`config.mk`:
```
export PLATFORM = sky130hd
export DESIGN_NAME = dma_req_arbiter
export DESIGN_NICKNAME = d
export VERILOG_FILES = /design/src/rtl/dmarb_pkg.sv /design/src/rtl/dmarb_cfg_reg.sv /design/src/rtl/dmarb_pacer.sv /design/src/rtl/dmarb_select.sv /design/src/rtl/dma_req_arbiter.sv
export SDC_FILE = /design/constraint.sdc
export NUM_CORES = 1
export LEC_CHECK = 0
export CAP_MARGIN = 20
export CORE_MARGIN = 8
export CORE_UTILIZATION = 23
export DETAILED_ROUTE_END_ITERATION = 7
export PLACE_DENSITY = 0.46
export RECOVER_POWER = 50
export SLEW_MARGIN = 25
export SYNTH_ARGS = -nofsm -noshare
export SYNTH_HDL_FRONTEND = slang
export SYNTH_HIERARCHICAL = 1
export SYNTH_SLANG_ARGS = --single-unit
export TNS_END_PERCENT = 10
```
`constraint.sdc`:
```
create_clock -name clk -period 5.25 [get_ports clk]
set_clock_uncertainty 0.1 [all_clocks]
set_input_delay 1.05 -clock clk [delete_from_list [all_inputs] [get_ports clk]]
set_output_delay 1.05 -clock clk [all_outputs]
set_load 0.05 [all_outputs]
```
`src/rtl/dmarb_pkg.sv`:
```
// Shared constants and types for the DMA request arbiter.
// Assumes a 16-bit configuration word with two live 2-bit fields.
package dmarb_pkg;
    localparam int CFG_W     = 16;
    localparam int ORDER_LSB = 8;
    localparam int PACE_LSB  = 12;
    localparam int GAP_SHORT = 16;
    localparam int GAP_LONG  = 64;
    localparam logic [CFG_W-1:0] CFG_LIVE_MASK = 16'h3300;

    typedef enum logic [1:0] {
        ORD_ASCEND,
        ORD_SKIP,
        ORD_ROTATE
    } order_e;

    typedef enum logic [1:0] {
        PACE_NONE,
        PACE_SHORT,
        PACE_LONG
    } pace_e;
endpackage

```
`src/rtl/dmarb_cfg_reg.sv`:
```
// Configuration word: keeps the order and pacing codes, returns the
// readback with the reserved bits forced to 0, and decodes the codes into
// the behaviour actually used. Undefined codes decode to the zero code.
module dmarb_cfg_reg
    import dmarb_pkg::*;
(
    input  logic             clk,
    input  logic             rst_n,
    input  logic             wr_en_i,
    input  logic [CFG_W-1:0] wdata_i,
    output logic [CFG_W-1:0] rdata_o,
    output order_e           order_o,
    output pace_e            pace_o
);
    logic [1:0] order_q;
    logic [1:0] pace_q;
    logic       unused_wbits;

    assign unused_wbits = ^{wdata_i[15:14], wdata_i[11:10], wdata_i[7:0]};

    // Capture the two live fields on a write.
    always_ff @(posedge clk) begin
        if (!rst_n) begin
            order_q <= 2'b00;
            pace_q  <= 2'b00;
        end else if (wr_en_i) begin
            order_q <= wdata_i[ORDER_LSB +: 2];
            pace_q  <= wdata_i[PACE_LSB +: 2];
        end
    end

    // Build the readback with the reserved bits at zero.
    always_comb begin
        rdata_o = '0;
        rdata_o[ORDER_LSB +: 2] = order_q;
        rdata_o[PACE_LSB +: 2]  = pace_q;
    end

    // Map the stored codes to the behaviour in force.
    always_comb begin
        case (order_q)
            2'b01:   order_o = ORD_SKIP;
            2'b11:   order_o = ORD_ROTATE;
            default: order_o = ORD_ASCEND;
        endcase
        case (pace_q)
            2'b10:   pace_o = PACE_SHORT;
            2'b11:   pace_o = PACE_LONG;
            default: pace_o = PACE_NONE;
        endcase
    end
endmodule

```
`src/rtl/dmarb_pacer.sv`:
```
// Pacing gate: counts bus-clock enables since the last grant, saturating at
// the long gap, and allows a grant once the selected gap has elapsed. The gate
// is open whenever pacing is off or any channel is not in cycle-steal mode.
// The count starts saturated so the first grant after reset is never held back.
module dmarb_pacer
    import dmarb_pkg::*;
#(
    parameter int NCH = 6
) (
    input  logic           clk,
    input  logic           rst_n,
    input  logic           bus_en_i,
    input  pace_e          pace_i,
    input  logic [NCH-1:0] steal_i,
    input  logic           restart_i,
    output logic           open_o
);
    localparam int CNT_W = $clog2(GAP_LONG + 1);
    localparam logic [CNT_W-1:0] CNT_MAX  = CNT_W'(GAP_LONG);
    localparam logic [CNT_W-1:0] CNT_SHRT = CNT_W'(GAP_SHORT);

    logic [CNT_W-1:0] cnt_q;
    logic             active;
    logic [CNT_W-1:0] limit;

    // Pacing applies only when every channel steals cycles.
    always_comb begin
        active = (&steal_i) && (pace_i != PACE_NONE);
        limit  = (pace_i == PACE_LONG) ? CNT_MAX : CNT_SHRT;
        open_o = !active || (cnt_q >= limit);
    end

    // Count bus clocks since the last grant, restarting on each grant.
    always_ff @(posedge clk) begin
        if (!rst_n) begin
            cnt_q <= CNT_MAX;
        end else if (restart_i) begin
            cnt_q <= '0;
        end else if (bus_en_i && (cnt_q < CNT_MAX)) begin
            cnt_q <= cnt_q + 1'b1;
        end
    end
endmodule

```
`src/rtl/dmarb_select.sv`:
```
// Priority selector: walks the channels in the order the mode defines and
// returns the first one that is requesting. The rotating order starts at
// start_i. The skip order assumes at least four channels.
module dmarb_select
    import dmarb_pkg::*;
#(
    parameter int NCH   = 6,
    parameter int IDX_W = $clog2(NCH)
) (
    input  logic [NCH-1:0]   req_i,
    input  order_e           order_i,
    input  logic [IDX_W-1:0] start_i,
    output logic             any_o,
    output logic [IDX_W-1:0] idx_o
);
    localparam logic [IDX_W:0] NCH_W = (IDX_W+1)'(NCH);

    logic [IDX_W:0]   sum;
    logic [IDX_W-1:0] cand;

    // Scan the ranking positions from highest to lowest and keep the first hit.
    always_comb begin
        any_o = 1'b0;
        idx_o = '0;
        sum   = '0;
        cand  = '0;
        for (int pos = 0; pos < NCH; pos++) begin
            sum = {1'b0, start_i} + (IDX_W+1)'(pos);
            if (sum >= NCH_W) begin
                sum = sum - NCH_W;
            end
            case (order_i)
                ORD_ROTATE: cand = sum[IDX_W-1:0];
                ORD_SKIP: begin
                    if (pos == 1)      cand = IDX_W'(2);
                    else if (pos == 2) cand = IDX_W'(3);
                    else if (pos == 3) cand = IDX_W'(1);
                    else               cand = IDX_W'(pos);
                end
                default:    cand = IDX_W'(pos);
            endcase
            if (!any_o && req_i[cand]) begin
                any_o = 1'b1;
                idx_o = cand;
            end
        end
    end
endmodule

```
`src/rtl/dma_req_arbiter.sv`:
```
// Six-channel DMA request arbiter top. Holds one grant at a time until the
// done strobe, then arbitrates again on the next edge. The rotation pointer
// tracks the channel after the last grant, in every order mode.
// Assumes xfer_done_i is pulsed only while a grant is active.
module dma_req_arbiter
    import dmarb_pkg::*;
#(
    parameter int NCH = 6
) (
    input  logic             clk,
    input  logic             rst_n,
    input  logic [NCH-1:0]   req_i,
    input  logic [NCH-1:0]   steal_mode_i,
    input  logic             busclk_en_i,
    input  logic             cfg_wr_i,
    input  logic [CFG_W-1:0] cfg_wdata_i,
    output logic [CFG_W-1:0] cfg_rdata_o,
    input  logic             xfer_done_i,
    output logic [NCH-1:0]   grant_o,
    output logic             grant_vld_o
);
    localparam int IDX_W = $clog2(NCH);
    localparam logic [IDX_W-1:0] LAST_IDX = IDX_W'(NCH - 1);

    order_e           order;
    pace_e            pace;
    logic             pace_open;
    logic             any_req;
    logic [IDX_W-1:0] win_idx;
    logic [IDX_W-1:0] ptr_q;
    logic [NCH-1:0]   grant_q;
    logic             vld_q;
    logic             take;

    dmarb_cfg_reg u_cfg (
        .clk     (clk),
        .rst_n   (rst_n),
        .wr_en_i (cfg_wr_i),
        .wdata_i (cfg_wdata_i),
        .rdata_o (cfg_rdata_o),
        .order_o (order),
        .pace_o  (pace)
    );

    dmarb_select #(.NCH(NCH), .IDX_W(IDX_W)) u_sel (
        .req_i   (req_i),
        .order_i (order),
        .start_i (ptr_q),
        .any_o   (any_req),
        .idx_o   (win_idx)
    );

    dmarb_pacer #(.NCH(NCH)) u_pace (
        .clk       (clk),
        .rst_n     (rst_n),
        .bus_en_i  (busclk_en_i),
        .pace_i    (pace),
        .steal_i   (steal_mode_i),
        .restart_i (take),
        .open_o    (pace_open)
    );

    // A new grant is taken when idle, something is requesting, and the pacer allows it.
    assign take = !vld_q && any_req && pace_open;

    // Grant holding, release on done, and rotation pointer update.
    always_ff @(posedge clk) begin
        if (!rst_n) begin
            vld_q   <= 1'b0;
            grant_q <= '0;
            ptr_q   <= '0;
        end else if (vld_q) begin
            if (xfer_done_i) begin
                vld_q   <= 1'b0;
                grant_q <= '0;
            end
        end else if (take) begin
            vld_q   <= 1'b1;
            grant_q <= NCH'(1) << win_idx;
            ptr_q   <= (win_idx == LAST_IDX) ? '0 : win_idx + 1'b1;
        end
    end

    assign grant_o     = grant_q;
    assign grant_vld_o = vld_q;
endmodule

```
==> summary.md, run 1 <==
| Metric | Value |
|---|---|
| Status | `finished clean` |
| Worst hold stages | `2` |
| Synth Instances | `288` |
| All-Layer GR Usage | `9.084%` |
| Post-CTS Setup Inserts | `0` |
| Least-Margin Pin Slew | `0.6206 ns` |
| Final nets | `365` |
| Die Area | `13300 sq um` |
| Clock Latency Late Sink | `0.26 ns` |
| Hold Path Class | `reg2reg` |
| # diodes | `0` |
| Drt first pass iters | `4` |
| Drt total wl | `5.932 mm` |
| Max-slew violations | `0` |
| Area of the multi-input gates | `1667 sq um` |
| Seq/Total Area, Yosys | `18.53%` |
| Antenna-violating nets left | `0` |
| CTS tree | `yes` |
| CTS sink cnt | `21` |
| Tcrit/Tclk final | `81.19%` |
| CTS Buffer Depth | `2` |
| Critical path peak fanout | `17` |
| Tot Pwr | `518.1 uW` |
| Design area | `2699 sq um` |
| Die height | `115.3 um` |
| Initial antenna violation count | `0` |
| Synth Area per Inst | `7.876 sq um` |
| Fill cell count | `1074` |
| Critical path launch point type | `flip-flop` |
| Global-route wire length before repair | `9.984 mm` |
| DP Area | `2665 sq um` |
| Async SR Flop Fraction | `0%` |
| Layout cells sized above 1 | `8.889%` |
| Slew HR | `58.50%` |
| Max Clock Freq | `0.2346 GHz` |
| Initial cell density of the core | `23.42%` |
| RD Place Congestion | `0.8543` |
| Detail Placement HPWL | `4.757 mm` |
| Register Area | `420.4 sq um` |
| Max VDD drop | `0.00006451 V` |
| RSZ-0062 raised after global routing | `no` |
| Total gr overflow | `0` |
| Dominant synthesized flop cell | `dfxtp_1` |
| Number of max-cap violations | `0` |
| Row Count | `36` |
| Tmin final | `4.262 ns` |
| Core box area | `9684 sq um` |
| CTS Buf Count | `3` |
| Synth warnings | `6` |
| Vias in the first global route | `1986` |
| Clk root buf | `clkbuf_8` |
| CP required | `5.32 ns` |
| Worst Path Arrival | `4.33 ns` |
| Netlist cell types | `71` |
| # hold bufs at CTS | `0` |
| Worst hold margin | `0.3612 ns` |
| Layout area overhead | `18.97%` |
| PostCTS Resize Cnt | `0` |
| Leakage power | `1.012 nW` |
| Setup Viol. Count Final | `0` |
| PortBufs | `31` |
| Fin. Hold Viols | `0` |
| #FFs+latches synth | `21` |
| Crit. End Element | `flip-flop` |
| Largest net degree at the start of global routing | `18` |
| WL/cell | `13.24 um` |
| Drt drc | `0` |
| WS Path Type | `reg2reg` |
| Routed via count | `2102` |
| I/O pin count | `56` |
| H-Tree Depth | `1` |
| Reg2reg path depth | `13` |
| Vias per cell | `4.692` |
| Power Density | `192.0 nW/um^2` |
| Worst-path clk slew | `0.08 ns` |
| Overall die width | `115.3 um` |
| Cell area after synthesis | `2268 sq um` |
| Post-synth EDFFs | `0` |
| Setup_tns | `0 ns` |
| Iteration-0 DRC Markers | `125` |
## cell usage after synthesis, types with 3 or more instances
master | number | area share [%]
or3_1 | 3 | 0.83
o21ai_0 | 9 | 2.0
nand2b_1 | 10 | 2.8
clkbuf_1 | 4 | 0.66
a21oi_1 | 17 | 3.8
o21a_1 | 3 | 0.99
nor2_1 | 14 | 2.3
nand3b_1 | 5 | 1.7
nand4_1 | 3 | 0.83
o21ai_1 | 4 | 0.88
inv_1 | 16 | 2.6
mux2_2 | 5 | 2.5
buf_4 | 13 | 4.3
and2_1 | 5 | 1.4
dfxtp_1 | 21 | 19
nor2b_1 | 11 | 3.0
o211ai_1 | 3 | 0.99
nand2_1 | 21 | 3.5
nand3_1 | 20 | 4.4
ha_1 | 16 | 8.8
xnor2_1 | 5 | 1.9
mux2i_1 | 15 | 6.6
buf_2 | 4 | 0.88
and3_1 | 3 | 0.83
nor3b_1 | 4 | 1.3
nor3_1 | 3 | 0.66
## registers in the layout, indices dropped and copies added (netlist names)
signal         flops
grant_vld_o        1
u_cfg/pace_q       2
u_pace/cnt_q       7
grant_o            6
ptr_q              3
u_cfg/order_q      2
## stage by stage
step / setup slack [ns] / cells / utilization [%]
6_report: 0.9876 / 448 / 27.87
3_5_place_dp: 0.8747 / 444 / 27.52
3_3_place_gp: 0.9151 / 444 / 27.52
2_1_floorplan: 1.218 / 299 / -
5_1_grt: 0.6767 / 448 / 27.87
4_1_cts: 0.9925 / 448 / 28.00
## worst max-delay path, cell delays in order (launching register included)
cell	delay (ns)
dfxtp_1	0.37
and2_1	0.17
ha_1	0.55
mux2i_1	0.51
mux2_2	0.39
o21a_1	0.10
o22ai_1	0.27
and3_4	0.26
and2_4	0.15
nand4b_1	0.15
o211ai_1	0.41
and2_1	0.20
ha_1	0.23
o41ai_2	0.32
## report_power, final
group / internal, mW / leakage [nW] / switching [mW] / total [mW]
registers: 0.169 / 0.172 / 0.0139 / 0.183
clock network: 0.0529 / 0.0255 / 0.0526 / 0.105
logic: 0.0903 / 0.815 / 0.140 / 0.230
## cells in the final DEF, fill, tap and decap left out, types with 3 or more instances in the layout
master	n
clkdlybuf4s50_1	19
mux2_2	5
clkbuf_8	3
nand2_1	21
nand2b_1	10
nand3_1	20
mux2i_1	15
nor2b_1	11
o21ai_0	9
xnor2_1	5
conb_1	12
inv_1	16
dlygate4sd3_1	12
nor3b_1	4
buf_4	3
and2_1	5
o211ai_1	3
nor2_1	14
or3_1	3
a21oi_1	17
dfxtp_1	21
nor3_1	3
o21ai_1	4
nand3b_1	6
o21a_1	3
ha_1	16
nand4_1	3
and3_1	3
## final timing paths
path                                       start          to  slack [ns]
worst max register to register  u_cfg/order_q[1]    ptr_q[2]        0.99
worst max-delay path            u_cfg/order_q[1]    ptr_q[2]        0.99
worst min-delay path                  grant_o[0]  grant_o[0]        0.36
worst min register to register        grant_o[0]  grant_o[0]        0.36
## final cells by class
| cell class | instances | share of cell area [%] |
|---|---|---|
| inverters | 17 | 2.457 |
| flip-flops and latches | 21 | 15.58 |
| well taps | 133 | 6.166 |
| clock inverters | 1 | 0.1854 |
| repair buffers | 34 | 12.33 |
| multi-input cells | 239 | 61.75 |
| clock buffers | 3 | 1.530 |
## cells by family (layout without fill, tap and decap cells)
family / Yosys count / count (layout) / synth area share, %
xor+xnor: 5 / 5 / 1.930
other cells: 1 / 12 / 0.1653
mux: 21 / 21 / 10.09
buf+inv: 39 / 55 / 9.266
flops: 21 / 21 / 18.53
simple gates: 122 / 122 / 31.94
fa+ha+maj: 16 / 16 / 8.825
compound gates: 63 / 63 / 19.25
## routing by layer
| metal | wire length (um) | vias up | track usage (%) |
|---|---|---|---|
| met5 | 0 | - | 0 |
| met4 | 36 | 0 | 1.576 |
| met3 | 324 | 4 | 2.048 |
| met2 | 2591 | 49 | 14.22 |
| met1 | 2979 | 971 | 12.46 |
| li1 | - | 1078 | - |
Note: power is estimated with default switching activity, not from simulation.
==> run 2: changes to the inputs <==
--- a/config.mk
+++ b/config.mk
@@ -9,7 +9,7 @@
 export CORE_MARGIN = 8
 export CORE_UTILIZATION = 23
 export DETAILED_ROUTE_END_ITERATION = 7
-export PLACE_DENSITY = 0.46
+export PLACE_DENSITY = 0.48
 export RECOVER_POWER = 50
 export SLEW_MARGIN = 25
 export SYNTH_ARGS = -nofsm -noshare
==> constraint.sdc (replaced) <==
create_clock -name clk -period 3.54 [get_ports clk]
set_clock_uncertainty 0.1 [all_clocks]
set_input_delay 0.708 -clock clk [delete_from_list [all_inputs] [get_ports clk]]
set_output_delay 0.708 -clock clk [all_outputs]
set_load 0.05 [all_outputs]
==> run 2 against run 1 <==
  * Routed wire length is 11% higher
  * Count of clock-buffer cells in the layout stayed put
  * Critical endpoint unchanged
  * Setup slack worse by 0.82 ns
==> summary.md, run 2 (same netlist as run 1, synthesis figures left out) <==
| Metric | Value |
|---|---|
| Fin. Hold Viols | `0 (unchanged)` |
| Critical R2R Launch | `u_cfg/order_q[0] (was u_cfg/order_q[1])` |
| Worst hold stages | `2 (unchanged)` |
| Antenna-violating nets left | `0 (unchanged)` |
| Critical path peak fanout | `6 (was 17)` |
| All-Layer GR Usage | `9.730% (was 9.084%)` |
| Max Used Layer | `met4 (unchanged)` |
| Row Count | `36 (unchanged)` |
| CTS sink cnt | `21 (unchanged)` |
| Tmin final | `3.376 ns (was 4.262 ns)` |
| Leakage power | `1.348 nW (was 1.012 nW)` |
| Slew HR | `65.39% (was 58.50%)` |
| Layout area overhead | `48.70% (was 18.97%)` |
| Critical path launch point type | `flip-flop (unchanged)` |
| Largest reg by FF count | `u_pace/cnt_q (unchanged)` |
| Critical path launch point | `u_cfg/order_q[0] (was u_cfg/order_q[1])` |
| Die height | `115.3 um (unchanged)` |
| WL/cell | `13.08 um (was 13.24 um)` |
| Clk root buf | `clkbuf_8 (unchanged)` |
| Drt first pass iters | `4 (unchanged)` |
| CTS Buffer Depth | `2 (unchanged)` |
| Die Area | `13300 sq um (unchanged)` |
| Status | `finished clean (unchanged)` |
| DP Area | `3039 sq um (was 2665 sq um)` |
| RD Place Congestion | `0.8281 (was 0.8543)` |
| Overall die width | `115.3 um (unchanged)` |
| Hold Path Class | `reg2reg (unchanged)` |
| CTS Buf Count | `3 (unchanged)` |
| Initial antenna violation count | `0 (unchanged)` |
| Largest net degree at the start of global routing | `18 (unchanged)` |
| Tcrit/Tclk final | `95.35% (was 81.19%)` |
| Reg2reg path depth | `15 (was 13)` |
| Worst Path Arrival | `3.43 ns (was 4.33 ns)` |
| Clock Latency Late Sink | `0.26 ns (about the same)` |
| Detail Placement HPWL | `5.145 mm (was 4.757 mm)` |
| Total gr overflow | `0 (unchanged)` |
| # diodes | `0 (unchanged)` |
| Core box area | `9684 sq um (unchanged)` |
| Worst min-delay path startpoint | `grant_o[0] (unchanged)` |
| Crit. End Element | `flip-flop (unchanged)` |
| Number of max-cap violations | `0 (unchanged)` |
| Power Density | `262.6 nW/um^2 (was 192.0 nW/um^2)` |
| Register Area | `436.7 sq um (was 420.4 sq um)` |
| CTS tree | `yes (unchanged)` |
| Drt total wl | `6.566 mm (was 5.932 mm)` |
| Worst-path clk slew | `0.08 ns (about the same)` |
| Routed wl met2 | `2.919 mm (was 2.591 mm)` |
| Vias in the first global route | `2208 (was 1986)` |
| Global-route wire length before repair | `10.81 mm (was 9.984 mm)` |
| WS Path Type | `reg2reg (unchanged)` |
| Met3 wire length | `267 um (was 324 um)` |
| Design area | `3373 sq um (was 2699 sq um)` |
| Commonest cells after routing, fill and taps aside | `buf_4, nand2_1, nand3_1 (was nand2_1, dfxtp_1, nand3_1)` |
| Drt drc | `0 (unchanged)` |
| Max Clock Freq | `0.2963 GHz (was 0.2346 GHz)` |
| Iteration-0 DRC Markers | `118 (was 125)` |
| Initial cell density of the core | `23.42% (unchanged)` |
| Area of the multi-input gates | `1887 sq um (was 1667 sq um)` |
| I/O pin count | `56 (unchanged)` |
| Max-slew violations | `0 (unchanged)` |
| Fill cell count | `1026 (was 1074)` |
| Setup Viol. Count Final | `0 (unchanged)` |
| Max VDD drop | `0.0001037 V (was 0.00006451 V)` |
| Worst hold margin | `0.3615 ns (was 0.3612 ns)` |
| Layout cells sized above 1 | `31.98% (was 8.889%)` |
| # hold bufs at CTS | `0 (unchanged)` |
| PortBufs | `31 (unchanged)` |
| Routed via count | `2251 (was 2102)` |
| H-Tree Depth | `1 (unchanged)` |
| Final nets | `419 (was 365)` |
| Max reg flops | `7 (unchanged)` |
| Finished Layout Cells | `502 (was 448)` |
| Vias per cell | `4.484 (was 4.692)` |
| Post-placement cell count | `485 (was 444)` |
| CP required | `3.60 ns (was 5.32 ns)` |
| Least-Margin Pin Slew | `0.5175 ns (was 0.6206 ns)` |
| Met1 WL | `3.335 mm (was 2.979 mm)` |
| Leading cell type in the layout, fill and taps excluded | `buf_4` |
[run 2: cell count changes in the layout (fill, tap and decap cells not counted), moves of 3 or more]
cell | before | now
dfxtp_4 | 0 | 4
dfxtp_1 | 21 | 16
buf_4 | 3 | 55
ha_2 | 0 | 3
ha_1 | 16 | 10
ha_4 | 0 | 3
[run 2: layout make-up]
type / count / area share, %
inverter: 17 / 1.966
tap: 133 / 4.933
clock buffer: 3 / 1.224
multi-input combinational: 239 / 55.93
timing repair buffer: 88 / 22.85
sequential: 21 / 12.95
clock inverter: 1 / 0.1484
[run 2: what timing repair did]
| item | CTS | global route |
|---|---|---|
| endpoints found under the setup margin | 3 | 6 |
| endpoints found under the hold margin | 0 | 0 |
| pin swaps | 0 | 13 |
| gates cloned | 0 | 1 |
| buffers inserted | 1 | 11 |
| gates resized for setup | 6 | 33 |
[run 2: path summary, 6_finish.rpt]
check | endpoint | slack, ns
max | ptr_q[2] | 0.16
min | grant_o[0] | 0.36
max reg2reg | ptr_q[2] | 0.16
min reg2reg | grant_o[0] | 0.36
[run 2: report_power, final]
part,internal (mW),total (mW),switching (mW)
Sequential,0.251,0.269,0.0173
Combinational,0.216,0.463,0.247
Clock,0.0782,0.154,0.0759
[run 2: layer usage]
metal	GRT usage [%]	vias up
met5	0	-
met4	1.839	0
met3	1.208	4
met2	15.78	42
met1	13.45	1028
li1	-	1177
[run 2: worst max-delay path, cell delays in order, from the launching register on]
cell and delay [ns]:
dfxtp_4 0.35, nor2b_4 0.14, buf_4 0.11, ha_2 0.33
mux2i_4 0.13, buf_4 0.16, mux2i_1 0.11, or4_4 0.44
and3_4 0.21, and2_4 0.16, nand4b_1 0.15, buf_4 0.14
o21ai_1 0.07, buf_4 0.16, and3b_2 0.22, o41ai_2 0.31
[run 2: metrics by stage]
stage          setup TNS, ns  setup WS (ns)  power, mW  util (%)
6_report                   0         0.1645     0.8858     34.83
4_1_cts                    0       0.006013     0.8453     32.31
3_3_place_gp         -0.1046        -0.1046     0.6773     31.38
3_5_place_dp         -0.1434        -0.1434     0.6786     31.38
5_1_grt            -0.008535      -0.008535     0.9438     34.83
2_1_floorplan              0       0.007185     0.5535         -
